<file path="config.mk">
export PLATFORM = sky130hd
export DESIGN_NAME = tlm_scrambler
export DESIGN_NICKNAME = d
export VERILOG_FILES = /design/src/rtl/scr_pkg.sv /design/src/rtl/scr_taps.sv /design/src/rtl/scr_ctrl.sv /design/src/rtl/scr_core.sv /design/src/rtl/tlm_scrambler.sv
export SDC_FILE = /design/constraint.sdc
export NUM_CORES = 1
export LEC_CHECK = 0
export BUFFER_PORTS_ARGS = -buffer_cell sky130_fd_sc_hd__buf_2
export CAP_MARGIN = 10
export CELL_PAD_IN_SITES_DETAIL_PLACEMENT = 2
export CELL_PAD_IN_SITES_GLOBAL_PLACEMENT = 2
export CORE_ASPECT_RATIO = 1.5
export CORE_MARGIN = 2
export CORE_UTILIZATION = 35
export DETAILED_ROUTE_END_ITERATION = 10
export PLACE_DENSITY_LB_ADDON = 0.1
export SLEW_MARGIN = 20
export SYNTH_ARGS = -nofsm -noshare
export SYNTH_HDL_FRONTEND = slang
export SYNTH_HIERARCHICAL = 1
export SYNTH_SLANG_ARGS = --single-unit
</file>
<file path="constraint.sdc">
create_clock -name clk -period 4 [get_ports clk]
set_input_delay 0.4 -clock clk [delete_from_list [all_inputs] [get_ports clk]]
set_output_delay 0.4 -clock clk [all_outputs]
set_load 0.02 [all_outputs]
</file>
<file path="src/rtl/scr_pkg.sv">
package scr_pkg;
    localparam int SR_W  = 23;
    localparam int LEN_W = 5;

    typedef enum logic [2:0] {
        POLY_R9  = 3'd0,
        POLY_R11 = 3'd1,
        POLY_R15 = 3'd2,
        POLY_R17 = 3'd3,
        POLY_R23 = 3'd4,
        POLY_VA  = 3'd5,
        POLY_VB  = 3'd6,
        POLY_OFF = 3'd7
    } poly_e;

    typedef enum logic [1:0] {
        ST_PASS = 2'd0,
        ST_FILL = 2'd1,
        ST_SYNC = 2'd2
    } st_e;

    typedef struct packed {
        logic  en;
        logic  rev;
        logic  dir;
        poly_e poly;
    } cfg_t;
endpackage

</file>
<file path="src/rtl/scr_taps.sv">
module scr_taps
    import scr_pkg::*;
#(
    parameter int LEN_W = 5
) (
    input  poly_e             poly,
    input  logic              rev,
    output logic [LEN_W-1:0]  len,
    output logic [LEN_W-1:0]  tap
);
    logic [LEN_W-1:0] fwd_tap;
    logic             mirror_ok;

    always_comb begin
        mirror_ok = 1'b1;
        unique case (poly)
            POLY_R9:  begin len = LEN_W'(9);  fwd_tap = LEN_W'(5);  end
            POLY_R11: begin len = LEN_W'(11); fwd_tap = LEN_W'(9);  end
            POLY_R15: begin len = LEN_W'(15); fwd_tap = LEN_W'(14); end
            POLY_R17: begin len = LEN_W'(17); fwd_tap = LEN_W'(14); end
            POLY_R23: begin len = LEN_W'(23); fwd_tap = LEN_W'(18); end
            POLY_VA:  begin len = LEN_W'(20); fwd_tap = LEN_W'(3);  mirror_ok = 1'b0; end
            POLY_VB:  begin len = LEN_W'(20); fwd_tap = LEN_W'(17); mirror_ok = 1'b0; end
            default:  begin len = LEN_W'(20); fwd_tap = LEN_W'(3);  mirror_ok = 1'b0; end
        endcase
        tap = (rev && mirror_ok) ? (len - fwd_tap) : fwd_tap;
    end
endmodule

</file>
<file path="src/rtl/scr_ctrl.sv">
module scr_ctrl
    import scr_pkg::*;
#(
    parameter int LEN_W = 5
) (
    input  logic              clk,
    input  logic              rst_n,
    input  cfg_t              i_cfg,
    input  logic              i_valid,
    input  logic [LEN_W-1:0]  len,
    output logic              clr,
    output logic              active,
    output logic              settled_now
);
    cfg_t             cfg_q;
    st_e              state_q, state_n, base_st;
    logic [LEN_W-1:0] cnt_q, cnt_n, base_cnt;

    always_comb begin
        clr      = (i_cfg != cfg_q);
        active   = i_cfg.en && (i_cfg.poly != POLY_OFF);
        base_st  = clr ? (active ? ST_FILL : ST_PASS) : state_q;
        base_cnt = clr ? '0 : cnt_q;
    end

    // next-state process
    always_comb begin
        state_n = base_st;
        cnt_n   = base_cnt;
        unique case (base_st)
            ST_PASS: cnt_n = '0;
            ST_FILL: begin
                if (i_valid) begin
                    cnt_n = base_cnt + 1'b1;
                    if (base_cnt + 1'b1 == len) state_n = ST_SYNC;
                end
            end
            ST_SYNC: cnt_n = base_cnt;
            default: state_n = ST_PASS;
        endcase
    end

    // state register
    always_ff @(posedge clk) begin
        if (!rst_n) begin
            state_q <= ST_PASS;
            cnt_q   <= '0;
            cfg_q   <= '0;
        end else begin
            state_q <= state_n;
            cnt_q   <= cnt_n;
            cfg_q   <= i_cfg;
        end
    end

    // output process
    always_comb begin
        unique case (base_st)
            ST_PASS: settled_now = 1'b1;
            ST_FILL: settled_now = 1'b0;
            ST_SYNC: settled_now = 1'b1;
            default: settled_now = 1'b1;
        endcase
    end

    a_r9_sync_full: assert property (@(posedge clk) disable iff (!rst_n)
        (state_q == ST_SYNC && !clr) |-> (cnt_q == len));
    a_r7_pass_inactive: assert property (@(posedge clk) disable iff (!rst_n)
        (state_q == ST_PASS && !clr) |-> !active);
    a_r10_cnt_hold: assert property (@(posedge clk) disable iff (!rst_n)
        (!i_valid && !clr) |=> $stable(cnt_q));
    a_r8_clear_restart: assert property (@(posedge clk) disable iff (!rst_n)
        (clr && !i_valid) |=> (cnt_q == '0));
endmodule

</file>
<file path="src/rtl/scr_core.sv">
module scr_core #(
    parameter int SR_W  = 23,
    parameter int LEN_W = 5
) (
    input  logic              clk,
    input  logic              rst_n,
    input  logic              clr,
    input  logic              active,
    input  logic              shift,
    input  logic              dir,
    input  logic              d,
    input  logic [LEN_W-1:0]  len,
    input  logic [LEN_W-1:0]  tap,
    output logic              y
);
    logic [SR_W-1:0] sr_q, s_eff;
    logic            t_long, t_short, fb;

    always_comb begin
        s_eff   = clr ? '0 : sr_q;
        t_long  = s_eff[len - 1'b1];
        t_short = s_eff[tap - 1'b1];
        y       = active ? (d ^ t_long ^ t_short) : d;
        fb      = dir ? d : y;
    end

    always_ff @(posedge clk) begin
        if (!rst_n)      sr_q <= '0;
        else if (shift)  sr_q <= {s_eff[SR_W-2:0], fb};
        else if (clr)    sr_q <= '0;
    end

    a_r8_clear_empty: assert property (@(posedge clk) disable iff (!rst_n)
        (clr && !shift) |=> (sr_q == '0));
    a_r8_clear_first: assert property (@(posedge clk) disable iff (!rst_n)
        (clr && shift) |=> (sr_q[SR_W-1:1] == '0));
    a_r10_sr_hold: assert property (@(posedge clk) disable iff (!rst_n)
        (!shift && !clr) |=> $stable(sr_q));
endmodule

</file>
<file path="src/rtl/tlm_scrambler.sv">
module tlm_scrambler
    import scr_pkg::*;
#(
    parameter int SR_W  = scr_pkg::SR_W,
    parameter int LEN_W = scr_pkg::LEN_W
) (
    input  logic       clk,
    input  logic       rst_n,
    input  logic       i_en,
    input  logic [2:0] i_mode,
    input  logic       i_rev,
    input  logic       i_dir,
    input  logic       i_valid,
    input  logic       i_bit,
    output logic       o_valid,
    output logic       o_bit,
    output logic       o_settled
);
    cfg_t             cfg;
    logic [LEN_W-1:0] len, tap;
    logic             clr, active, settled_now, y;

    always_comb begin
        cfg.en   = i_en;
        cfg.rev  = i_rev;
        cfg.dir  = i_dir;
        cfg.poly = poly_e'(i_mode);
    end

    scr_taps #(.LEN_W(LEN_W)) u_taps (
        .poly (cfg.poly),
        .rev  (i_rev),
        .len  (len),
        .tap  (tap)
    );

    scr_ctrl #(.LEN_W(LEN_W)) u_ctrl (
        .clk         (clk),
        .rst_n       (rst_n),
        .i_cfg       (cfg),
        .i_valid     (i_valid),
        .len         (len),
        .clr         (clr),
        .active      (active),
        .settled_now (settled_now)
    );

    scr_core #(.SR_W(SR_W), .LEN_W(LEN_W)) u_core (
        .clk    (clk),
        .rst_n  (rst_n),
        .clr    (clr),
        .active (active),
        .shift  (i_valid && active),
        .dir    (i_dir),
        .d      (i_bit),
        .len    (len),
        .tap    (tap),
        .y      (y)
    );

    always_ff @(posedge clk) begin
        if (!rst_n) begin
            o_valid   <= 1'b0;
            o_bit     <= 1'b0;
            o_settled <= 1'b0;
        end else begin
            o_valid   <= i_valid;
            o_bit     <= i_valid ? y : 1'b0;
            o_settled <= settled_now;
        end
    end

    a_r2_valid_rise: assert property (@(posedge clk) disable iff (!rst_n)
        i_valid |=> o_valid);
    a_r2_valid_idle: assert property (@(posedge clk) disable iff (!rst_n)
        !i_valid |=> !o_valid);
    a_r7_bypass: assert property (@(posedge clk) disable iff (!rst_n)
        (i_valid && !active) |=> (o_bit == $past(i_bit) && o_settled));
    a_r9_fill_unsettled: assert property (@(posedge clk) disable iff (!rst_n)
        (i_valid && active && clr) |=> !o_settled);
endmodule

</file>
==> results.yml, run 1 <==
routing:
  dr.first_iter.drc_count: 43
  avgRoutedWirePerCell_um: 16.4
  drtPass1Iterations: 4
  ant_nets: 0
  vias: 2185
  wl_um: 6820
  viasPerCell: 5.24
  drc_errors: 0
logic_synthesis:
  syn_area_um2: 2640
  ys_warn_count: 6
  syn_inst: 293
  yosys.area.top_type: "dfxtp_1"
  synth_fp_nets: 310
  synth_area_leaders: "dfxtp_1, mux2i_1, nor2_1"
  synthArstFlopShare_pct: 0
  ys_seq_elements: 39
  syn-mean-instance-area_um2: 9.02
  yosysUniqueCellTypes: 62
  synth_top_area_share_pct: 29.5
  ys.flop_type: "dfxtp_1"
  synth_edf_count: 0
  synth-seq-area-share_pct: 29.5
timing:
  min_period_over_period_pct: 93.9
  layout_min_cycle_time_ns: 3.76
  whs_ns: 0.348
  maxClockFrequency_mhz: 266
  timing.final.ws_setup_ns: 0.243
  rsz0062_at_grt: "false"
  tightest_slew_ns: 0.828
  slew_violations: 0
  fin_worst_skew_ns: 0.0125
  hold_violations: 0
  setup_viol: 0
  relSlewSlack_pct: 44.8
global_route:
  busiest_layer: "met2"
  gr-usage-all-layers_pct: 18.1
  use_met3_pct: 2.74
  grt_pass1_wl_um: 11700
  first_global_vias: 2445
  antenna_found_initial: 0
  grt_use_met2_pct: 34.7
  grt.overflow.total: 0
  grt_max_degree: 26
  globalRouteMet1Util_pct: 19.0
worst_setup_path:
  endpoint_kind: "flip-flop"
  path_max_fanout: 7
  cp.arrival_ns: 4.01
  worst_setup_path_start_kind: "input port"
  worstPathRequired_ns: 4.25
  crit_type: "in2reg"
cells_and_area:
  final_common_cell: "dfxtp_1"
  areaGrowthSynthToFinish_pct: 12.5
  fillCellCount: 850
  final_cell_area_um2: 2970
  diodes: 0
  final_core_util_pct: 40.9
  drive_above_1_share_pct: 19.2
  layout.nets: 333
  layout_common_cells: "dfxtp_1, nor2_1, mux2i_1"
run:
  drv_cap: 0
placement:
  place_ws_ns: -0.120
  gp_congestion: 0.774
  dp_hpwl_um: 5440
  portBuffers: 12
  place_area_um2: 2880
clock_tree:
  clockBufferDepth: 2
  h-tree-depth: 2
  post_cts_buffers: 0
  root_buffer: "clkbuf_8"
  cts_tree: "built"
  clkLatencyLatePin_ns: 0.30
  clkTransAtPathRegs_ns: 0.09
  numCtsBuffers: 5
  clock_sinks: 39
floorplanning:
  rows: 38
  initial_core_util_pct: 36.3
  die_h_um: 110
  ios: 13
  die_area_um2: 8280
  die_w_um: 74.9
  core_area_um2: 7270
power_and_ir_drop:
  ir_drop_mv: 0.182
  power.density_nw_per_um2: 303
  p_leak_nw: 1.15
hold_path:
  hp-class: "in2reg"
status:
  status: "finished, final reports clean"
what timing repair did:
action	in CTS	in global routing
hold buffers	0	0
endpoints found under the setup margin	0	1
resized for setup	0	2
Yosys cell counts (all sizes together) (5+ instances only):
cell,count
dfxtp,39
nor2,39
mux2i,33
a21oi,19
nand2,17
inv,15
xnor2,14
nand3,11
and2,10
xor2,8
mux4,7
nand2b,7
o21ai,7
clkbuf,6
ha,6
buf,5
nor2b,5
cell families (layout without fill, tap and decap cells):
logic type / Yosys count / count (layout) / share of synthesized area, %
multiplexers: 42 / 42 / 19.7
AND/OR/NAND/NOR: 108 / 108 / 22.2
adder cells (fa/ha/maj): 7 / 7 / 3.60
AO/OA/AOI/OAI: 48 / 48 / 11.8
flip-flops: 39 / 39 / 29.5
XOR/XNOR: 22 / 22 / 8.29
buffers and inverters: 27 / 51 / 4.83
stage by stage:
step	cells	power [W]	TNS, ns
2_1_floorplan	293	0.000575	0
3_3_place_gp	409	0.000637	0
3_5_place_dp	409	0.000643	-0.120
4_1_cts	417	0.000922	0
5_1_grt	417	0.000958	0
6_report	417	0.000901	0
cell type report:
type,instances,area (um2),area share (%)
Tap cell,100,125,4.21
Inverter,15,56.3,1.89
Sequential cell,39,781,26.3
Timing Repair Buffer,28,180,6.06
Multi-Input combinational cell,227,1750,58.7
Clock buffer,6,72.6,2.44
Clock inverter,2,12.5,0.421
state kept, by name, indices dropped and copies added (netlist names):
| signal | cells |
|---|---|
| u_core/sr_q | 23 |
| u_ctrl/cfg_q | 6 |
| u_ctrl/cnt_q | 5 |
| u_ctrl/state_q | 2 |
| o_bit | 1 |
| o_settled | 1 |
| o_valid | 1 |
power by group:
part           internal (W)  switching (W)  total [W]
Clock              0.000122       0.000147   0.000269
Sequential         0.000394     0.00000310   0.000397
Combinational      0.000101       0.000134   0.000235
path summary, 6_finish.rpt:
kind,from,endpoint,slack (ns),cells past startpoint
min reg2reg,u_core/sr_q[7]$_SDFF_PN0_,u_core/sr_q[7]$_SDFF_PN0_,0.55,2
max,i_mode[0],o_bit$_SDFF_PN0_,0.24,20
min,i_dir,u_ctrl/cfg_q[3]$_SDFF_PN0_,0.35,2
max reg2reg,u_ctrl/cfg_q[3]$_SDFF_PN0_,u_ctrl/state_q[0]$_SDFF_PN0_,1.37,12
metal layers:
layer | part of all wire, % | vias to the layer above
met1 | 38 | 1100
met5 | 0 | -
met2 | 59 | 12
met4 | 1.6 | 0
li1 | - | 1065
met3 | 1.3 | 8
critical path, stage by stage:
cell      delay [ns]
buf_2           0.15
nand2b_4        0.16
nor2_1          0.05
nor2_1          0.18
ha_1            0.20
inv_1           0.05
fa_1            0.48
nand3_1         0.08
o21ai_1         0.14
inv_1           0.08
ha_1            0.22
xor2_2          0.26
mux4_2          0.53
nor2_1          0.15
o22ai_2         0.11
o21ai_2         0.14
xor2_1          0.20
nand2b_4        0.16
xnor2_1         0.10
and3_1          0.16
No activity file was read; power rests on OpenSTA's default activity.
==> run 2: changes to the inputs <==
- CORE_UTILIZATION: 35 -> 39
- clock period: 4 -> 3.71 ns (I/O delays scaled with it)
==> results.yml, run 2 (synthesized netlist as in run 1, its figures left out) <==
hold_path:
  hold_depth: 2
  worstHoldEndpoint: "u_ctrl/cfg_q[5]$_SDFF_PN0_"
  hp-class: "in2reg"
  holdCritStartpoint: "i_en"
power_and_ir_drop:
  power.density_nw_per_um2: 324
  p_seq_share_pct: 41.9
  p_switching_w: 0.000326
  internal-power_w: 0.000697
  swShare_pct: 31.9
  clkPwrFrac_pct: 27.8
  power_frac_comb_pct: 30.3
  ir_drop_mv: 0.169
  p_leak_nw: 1.24
routing:
  dr.first_iter.drc_count: 54
  ant_nets: 0
  vias: 2277
  drc_errors: 0
  drtPass1Iterations: 4
  avgRoutedWirePerCell_um: 19.1
  wl_um: 7740
  viasPerCell: 5.61
timing:
  min_period_over_period_pct: 99.7
  layout_min_cycle_time_ns: 3.70
  setup_viol: 0
  slew_violations: 0
  maxClockFrequency_mhz: 270
  tightest_slew_ns: 0.832
  relSlewSlack_pct: 44.6
  timing.final.ws_setup_ns: 0.0100
  whs_ns: 0.324
  hold_violations: 0
  fin_worst_skew_ns: 0.0101
cells_and_area:
  drive_above_1_share_pct: 27.3
  final_common_cell: "dfxtp_1"
  fillCellCount: 734
  diodes: 0
  reg_top3: "u_core/sr_q (23), u_ctrl/cfg_q (6), u_ctrl/cnt_q (5)"
  final-instance-count-excl-fill: 406
  areaGrowthSynthToFinish_pct: 19.3
  layout.nets: 346
  largest_register: "u_core/sr_q"
  final_core_util_pct: 48.3
  layout_common_cells: "dfxtp_1, nor2_1, mux2i_1"
  largest_register_ffs: 23
worst_setup_path:
  reg2reg_setup_slack_ns: 1.13
  ff2ff_path_depth: 13
  path_max_fanout: 4
  worst_setup_path_start_kind: "input port"
  cp_cell_sequence: "buf_2 -> nand2b_4 -> nor2_2 -> nor2_4 -> ha_2 -> inv_2 -> fa_2 -> xor2_1 -> nand2_1 -> a21boi_2 -> o22ai_4 -> buf_4 -> o31ai_4 -> o31ai_1 -> o32a_2 -> o22ai_2 -> o21ai_2 -> xor2_1 -> nand2b_4 -> xnor2_1 -> and3_1"
  cpMaxStageDelayCell: "o32a_2"
  worstPathRequired_ns: 3.90
  cp.arrival_ns: 3.89
  crit_family: "compound AO/OA/AOI/OAI gates"
  slowest_delay_ns: 0.40
  endpoint_kind: "flip-flop"
  path_buf_inv: 3
  crit_type: "in2reg"
  cp.depth: 21
  reg2reg_from: "u_ctrl/cfg_q[3]$_SDFF_PN0_"
  r2r-end: "o_bit$_SDFF_PN0_"
floorplanning:
  die_w_um: 71.2
  die_h_um: 105
  core_area_um2: 6530
  die_area_um2: 7460
  initial_core_util_pct: 40.5
  rows: 36
  ios: 13
clock_tree:
  numCtsBuffers: 5
  cts_hold_buf: 0
  root_buffer: "clkbuf_8"
  h-tree-depth: 2
  clkLatencyLatePin_ns: 0.29
  cts_tree: "built"
  clkTransAtPathRegs_ns: 0.08
  clockBufferDepth: 2
  clock_sinks: 39
run:
  drv_cap: 0
global_route:
  grt_max_degree: 26
  first_global_vias: 2459
  gr-usage-all-layers_pct: 19.9
  grt.overflow.total: 0
  grt_pass1_wl_um: 11900
  antenna_found_initial: 0
placement:
  placed_cells: 396
  portBuffers: 12
  dp_hpwl_um: 5590
  place_ws_ns: -0.275
  gp_congestion: 0.790
status:
  status: "finished, final reports clean"
run 2: cell types whose count changed in the layout (fill, tap and decap cells not counted), sizes merged:
cell / delta
clkinvlp: -1
buf: +13
clkbuf: +1
run 2: what timing repair did:
item                                    in CTS  in global routing
endpoints found under the setup margin       0                  2
gates resized for setup                      0                 26
buffers inserted                             0                  2
run 2: metrics by stage:
step | total power (W) | cell area [um2] | TNS, ns
2_1_floorplan | 0.000624 | 2670 | 0
3_3_place_gp | 0.000700 | 2950 | -0.127
3_5_place_dp | 0.000709 | 2950 | -0.390
4_1_cts | 0.00100 | 3030 | 0
5_1_grt | 0.00108 | 3150 | -0.194
6_report | 0.00102 | 3150 | 0
run 2: per-layer routing:
metal | wire length, um | track usage [%] | part of all wire (%)
met2 | 4710 | 40.5 | 61
met1 | 2820 | 20.8 | 36
met4 | 99 | 4.31 | 1.3
met5 | 0 | 0 | 0
met3 | 115 | 2.31 | 1.5
run 2: power groups by stage:
stage | Combinational (W) | Clock [W] | Sequential, W
after floorplan | 0.000184 | 0 | 0.000440
after global placement | 0.000262 | 0 | 0.000438
after detailed placement | 0.000271 | 0 | 0.000438
after CTS | 0.000275 | 0.000299 | 0.000429
after global routing | 0.000337 | 0.000315 | 0.000429
final | 0.000310 | 0.000284 | 0.000428
run 2: worst max-delay path by stage:
stage	start	to	slack, ns
final	i_mode[0]	o_bit$_SDFF_PN0_	0.01
after global routing	i_mode[0]	o_bit$_SDFF_PN0_	-0.17
after CTS	i_mode[1]	o_bit$_SDFF_PN0_	0.008
after detailed placement	i_mode[1]	o_bit$_SDFF_PN0_	-0.27
after global placement	i_mode[1]	o_bit$_SDFF_PN0_	-0.13
after floorplan	i_mode[2]	o_bit$_SDFF_PN0_	0.01
run 2: cell type report:
| cell class | instances | area, um2 | area share [%] |
|---|---|---|---|
| tap | 76 | 95.1 | 3.02 |
| inverter | 15 | 56.3 | 1.79 |
| timing repair buffer | 41 | 287 | 9.09 |
| multi-input combinational | 227 | 1850 | 58.8 |
| sequential | 39 | 781 | 24.8 |
| clock inverter | 1 | 5.00 | 0.159 |
| clock buffer | 7 | 76.3 | 2.42 |
